## config.mk

```make
export PLATFORM = sky130hd
export DESIGN_NAME = cmp_timer
export DESIGN_NICKNAME = d
export VERILOG_FILES = /design/src/rtl/cmp_timer_pkg.sv /design/src/rtl/cmp_timer_counter.sv /design/src/rtl/cmp_timer_channel.sv /design/src/rtl/cmp_timer.sv
export SDC_FILE = /design/constraint.sdc
export NUM_CORES = 1
export LEC_CHECK = 0
export ABC_AREA = 1
export BUFFER_PORTS_ARGS = -buffer_cell sky130_fd_sc_hd__buf_2
export CAP_MARGIN = 20
export CELL_PAD_IN_SITES_DETAIL_PLACEMENT = 1
export CELL_PAD_IN_SITES_GLOBAL_PLACEMENT = 1
export CORE_MARGIN = 2
export CORE_UTILIZATION = 42
export CTS_CLUSTER_SIZE = 8
export DETAILED_ROUTE_END_ITERATION = 7
export GPL_ROUTABILITY_DRIVEN = 0
export MAX_ROUTING_LAYER = met4
export PLACE_DENSITY = 0.89
export SKIP_LAST_GASP = 1
export SYNTH_ARGS = -nofsm -noshare
export SYNTH_HDL_FRONTEND = slang
export SYNTH_HIERARCHICAL = 1
export SYNTH_SLANG_ARGS = --single-unit
```

## constraint.sdc

```tcl
create_clock -name clk -period 4.4 [get_ports clk]
set_input_delay 0.88 -clock clk [delete_from_list [all_inputs] [get_ports clk]]
set_output_delay 0.88 -clock clk [all_outputs]
set_load 0.05 [all_outputs]
```

## src/rtl/cmp_timer_pkg.sv

```systemverilog
package cmp_timer_pkg;
  typedef enum logic {RUN_IDLE = 1'b0, RUN_ACTIVE = 1'b1} run_e;

  function automatic logic [15:0] width_mask(input logic wide, input int narrow_w);
    logic [15:0] m;
    for (int b = 0; b < 16; b++) m[b] = wide | (b < narrow_w);
    return m;
  endfunction
endpackage

```

## src/rtl/cmp_timer_counter.sv

```systemverilog
module cmp_timer_counter
  import cmp_timer_pkg::*;
#(
  parameter int CNT_W    = 16,
  parameter int NARROW_W = 8
) (
  input  logic             clk,
  input  logic             rst,
  input  logic             wide_mode,
  input  logic             task_start,
  input  logic             task_stop,
  input  logic             task_clear,
  input  logic             short_hit,
  output logic [CNT_W-1:0] count_q,
  output logic [CNT_W-1:0] count_d,
  output logic [CNT_W-1:0] mask,
  output logic             step,
  output logic             running
);
  run_e state_q;

  always_comb begin
    for (int b = 0; b < CNT_W; b++) mask[b] = wide_mode | (b < NARROW_W);
  end

  assign running = (state_q == RUN_ACTIVE);
  assign step    = running && !task_clear && !short_hit;

  always_comb begin
    if (task_clear || (running && short_hit)) count_d = '0;
    else if (step)                            count_d = (count_q + 1'b1) & mask;
    else                                      count_d = count_q;
  end

  always_ff @(posedge clk) begin
    if (rst) begin
      count_q <= '0;
      state_q <= RUN_IDLE;
    end else begin
      count_q <= count_d;
      if (task_stop)       state_q <= RUN_IDLE;
      else if (task_start) state_q <= RUN_ACTIVE;
    end
  end
endmodule

```

## src/rtl/cmp_timer_channel.sv

```systemverilog
module cmp_timer_channel #(
  parameter int CNT_W = 16
) (
  input  logic             clk,
  input  logic             rst,
  input  logic             wr_hit,
  input  logic [CNT_W-1:0] wr_data,
  input  logic [CNT_W-1:0] mask,
  input  logic [CNT_W-1:0] count_q,
  input  logic [CNT_W-1:0] count_d,
  input  logic             step,
  input  logic             short_en,
  input  logic             ack,
  output logic             short_hit,
  output logic             flag_q,
  output logic             flag_d
);
  logic [CNT_W-1:0] cmp_q;
  logic [CNT_W-1:0] cmp_m;
  logic             arrive;

  assign cmp_m     = cmp_q & mask;
  assign short_hit = short_en && ((count_q & mask) == cmp_m);
  assign arrive    = step && (count_d == cmp_m);
  assign flag_d    = (flag_q & ~ack) | arrive;

  always_ff @(posedge clk) begin
    if (rst) begin
      cmp_q  <= '0;
      flag_q <= 1'b0;
    end else begin
      flag_q <= flag_d;
      if (wr_hit) cmp_q <= wr_data;
    end
  end
endmodule

```

## src/rtl/cmp_timer.sv

```systemverilog
module cmp_timer #(
  parameter int NCH      = 4,
  parameter int CNT_W    = 16,
  parameter int NARROW_W = 8,
  localparam int IDX_W   = (NCH > 1) ? $clog2(NCH) : 1
) (
  input  logic             clk,
  input  logic             rst,
  input  logic             wide_mode,
  input  logic             task_start,
  input  logic             task_stop,
  input  logic             task_clear,
  input  logic             wr_en,
  input  logic [IDX_W-1:0] wr_idx,
  input  logic [CNT_W-1:0] wr_data,
  input  logic [NCH-1:0]   short_en,
  input  logic [NCH-1:0]   irq_en,
  input  logic [NCH-1:0]   evt_clr,
  output logic [CNT_W-1:0] count,
  output logic [NCH-1:0]   evt,
  output logic             irq
);
  logic [CNT_W-1:0] count_d;
  logic [CNT_W-1:0] mask;
  logic             step;
  logic             running;
  logic [NCH-1:0]   hit_vec;
  logic [NCH-1:0]   flag_d;
  logic             short_any;

  assign short_any = |hit_vec;

  cmp_timer_counter #(.CNT_W(CNT_W), .NARROW_W(NARROW_W)) u_cnt (
    .clk(clk), .rst(rst), .wide_mode(wide_mode),
    .task_start(task_start), .task_stop(task_stop), .task_clear(task_clear),
    .short_hit(short_any), .count_q(count), .count_d(count_d),
    .mask(mask), .step(step), .running(running)
  );

  for (genvar i = 0; i < NCH; i++) begin : g_ch
    cmp_timer_channel #(.CNT_W(CNT_W)) u_ch (
      .clk(clk), .rst(rst),
      .wr_hit(wr_en && (int'(wr_idx) == i)), .wr_data(wr_data),
      .mask(mask), .count_q(count), .count_d(count_d), .step(step),
      .short_en(short_en[i]), .ack(evt_clr[i]),
      .short_hit(hit_vec[i]), .flag_q(evt[i]), .flag_d(flag_d[i])
    );
  end

  always_ff @(posedge clk) begin
    if (rst) irq <= 1'b0;
    else     irq <= |(flag_d & irq_en);
  end
endmodule

```

==> results by group <==
Timing
  – Pins Over Slew Limit: 0
  – Final setup margin: 396 ps
  – Sum of negative setup slack: 0 ps
  – Rel. slew slack: 0.487
  – Final setup viols: 0
  – Worst Max-Slew Pin Slew: 765 ps
  – Unrepaired setup endpoints after global routing: no
  – Fin Clk Skew: 8.63 ps
  – Minimum hold slack: 464 ps
  – Fin crit period: 4000 ps
  – Fmax: 0.250 GHz
  – Final period utilization: 0.910
  – Final hold vios: 0

Power and ir drop
  – Seq pwr share: 0.445
  – Sw Share: 0.307
  – Clk pwr share: 0.427
  – Leakage: 2.87 nW
  – P_int: 1.27 mW
  – Cell area power density: 275 nW/um^2
  – P_sw: 565 uW
  – Combinational share of power: 0.128
  – Overall power: 1.84 mW
  – Peak VDD IR: 0.000237 V

Layout
  – Footprint of the multi-input gates: 3630 um^2
  – Fill count: 1989
  – Post-Layout Cell Count: 1237
  – P&R area growth vs syn: 13.5%
  – Final nets: 1090
  – Antenna fix cells: 0
  – Most frequent cells in the layout: nand2_1 (342), nor2_1 (113), nand3_1 (109), dfxtp_1 (86), inv_1 (84)
  – Fraction of layout cells with a size suffix above 1: 0.125
  – Most common cell after layout, fill and taps aside: nand2_1
  – Register area: 1720 um^2

Floorplanning
  – Initial Util: 0.428
  – Die Wd: 122 um
  – Die area: 15000 um^2
  – I/O pin total: 58
  – Chip Height: 122 um
  – Rows: 43
  – Core Footprint: 13800 um^2

Synthesis
  – Seq/Total Area, Yosys: 0.292
  – Synth Area in Simple Gates: 0.455
  – #FFs+latches synth: 86
  – Avg Synthesized Cell Area: 5.96 um^2
  – Synth Cell Area: 5900 um^2
  – Main combinational cell family by area after synthesis: simple AND/OR/NAND/NOR gates
  – Compound-cell area share of the yosys netlist: 0.119
  – Post-Synth XOR/XNOR Area: 0.0312
  – Yosys cell types: 36
  – Synth Instances: 990
  – Mux cell area share after synthesis: 0
  – Yosys warnings: 6
  – Adder-Cell Fraction of Synth Area: 0.00212

Critical path
  – CP required: 4700 ps
  – Setup crit end kind: register
  – Worst path slowest cell: o2111ai_1
  – Critical path startpoint category: input pin
  – Data arrival, critical path: 4300 ps
  – Worst path top cell family by delay: simple AND/OR/NAND/NOR gates
  – Max incr delay on CP: 340 ps
  – Crit path top cell by count: nand2_1
  – Crit-path max FO: 17
  – R2R setup slack: 650 ps
  – CP Class: input pin to register
  – Buffers and inverters on the worst path: 4

Global routing
  – Vias in the first global route: 6928
  – Gr usage total: 0.317
  – Pin count of the biggest net entering global routing: 53
  – Gr ovfl total: 0
  – Global-route wire length before repair: 35500 um
  – Antenna violations before repair: 0

Clock network
  – Hold_buf cts: 0
  – H-tree level count: 3
  – Clock net sink count: 86
  – Reg clk slew, reported paths: 70 ps
  – CTS tree: done
  – CTS root buf: clkbuf_16
  – Max clock buf depth: 2
  – Setup Fix Bufs, Post-CTS: 0
  – Clock buffer count from CTS: 9
  – Clk_lat worst skew: 360 ps
  – Cts repair resizes: 0

Drt
  – Vias per std cell: 5.67
  – ANT nets after route: 0
  – DR top layer: met4
  – Routed wl met3: 1550 um
  – Met2 wire length: 10200 um
  – Iter 0 DRT Violations: 590
  – Drt drc: 0
  – Wire length on met1: 9890 um
  – Routed length per placed instance: 18.1 um
  – Router iterations before antenna repair: 6
  – Routed WL: 22300 um
  – Vias: 7011

Run
  – Max-cap viol count: 0

Hold path
  – Worst hold path type: register to register

Outcome
  – Status: finished, final reports clean

Place
  – Pre-CTS setup slack: 210 ps
  – Inst Count DP: 1221
  – Port buffer count: 57
  – Final HPWL DP: 16500 um
==> final timing paths <==
| check | from | endpoint | depth (start not counted) |
|---|---|---|---|
| setup / recovery | wide_mode | irq$_SDFF_PP0_ | 28 |
| hold / removal | g_ch[3].u_ch/cmp_q[6]$_SDFFE_PP0P_ | g_ch[3].u_ch/cmp_q[6]$_SDFFE_PP0P_ | 2 |
| setup reg to reg | u_cnt/count_q[11]$_SDFF_PP0_ | irq$_SDFF_PP0_ | 26 |
| hold reg to reg | g_ch[3].u_ch/cmp_q[6]$_SDFFE_PP0P_ | g_ch[3].u_ch/cmp_q[6]$_SDFFE_PP0P_ | 2 |
==> metrics by stage <==
| stage | instance area [um^2] | utilization |
|---|---|---|
| final | 6690 | 0.486 |
| after global routing | 6690 | 0.486 |
| after CTS | 6690 | 0.486 |
| after detailed placement | 6390 | 0.464 |
| after global placement | 6390 | 0.464 |
| after floorplan | 5920 | - |
==> power by group through the flow <==
stage / combinational [mW] / clock, mW / sequential [mW]
floorplan: 0.150 / 0 / 0.832
finish: 0.236 / 0.784 / 0.818
detailed placement: 0.225 / 0 / 0.836
global placement: 0.219 / 0 / 0.835
global route: 0.258 / 0.827 / 0.820
CTS: 0.229 / 0.801 / 0.818
==> sequential cells by signal, summed over array words and instances, names as in the netlist <==
name / flops
g_ch.u_ch/cmp_q: 64
g_ch.u_ch/flag_q: 4
irq: 1
u_cnt/count_q: 16
u_cnt/running: 1
==> per-layer routing <==
metal / GRT usage / vias up
met5: - / -
met4: 0.103 / 0
met3: 0.0646 / 59
met2: 0.499 / 279
met1: 0.408 / 3363
li1: - / 3310
==> cells in the mapped netlist (all sizes together) <==
library cell / number / area (um^2)
a211oi: 1 / 7.51
a21boi: 4 / 30.0
a21oi: 71 / 370
a31oi: 4 / 25.0
and2: 1 / 6.26
and3: 4 / 25.0
buf: 28 / 180
clkbuf: 10 / 77.6
conb: 1 / 3.75
dfxtp: 86 / 1720
ha: 1 / 12.5
inv: 88 / 330
nand2: 346 / 1310
nand3: 113 / 586
nand3b: 4 / 30.0
nand4: 11 / 68.8
nor2: 127 / 517
nor3: 19 / 100
nor4: 3 / 18.8
o2111ai: 8 / 70.1
o211ai: 8 / 60.1
o21ai: 26 / 130
o21bai: 1 / 7.51
or2: 4 / 25.0
xnor2: 1 / 8.76
xor2: 20 / 175
==> logic make-up after synthesis <==
group	Yosys count
XOR/XNOR	21
AO/OA/AOI/OAI	123
other	1
flip-flops	86
AND/OR/NAND/NOR	632
buffers and inverters	126
adder cells (fa/ha/maj)	1
==> tightest hold or removal path, delay by kind of cell, from the launching register on <==
kind,cells,cell delay [ps]
compound gates,1,50
simple gates,1,60
flops,1,310
==> area by class of cell <==
cell class	instances	share of cell area
Multi-Input combinational cell	785	0.542
Tap cell	180	0.0337
Inverter	88	0.0494
Timing Repair Buffer	82	0.0726
Clock buffer	9	0.0337
Sequential cell	86	0.257
Clock inverter	7	0.0110
No activity file was read; power rests on OpenSTA's default activity.
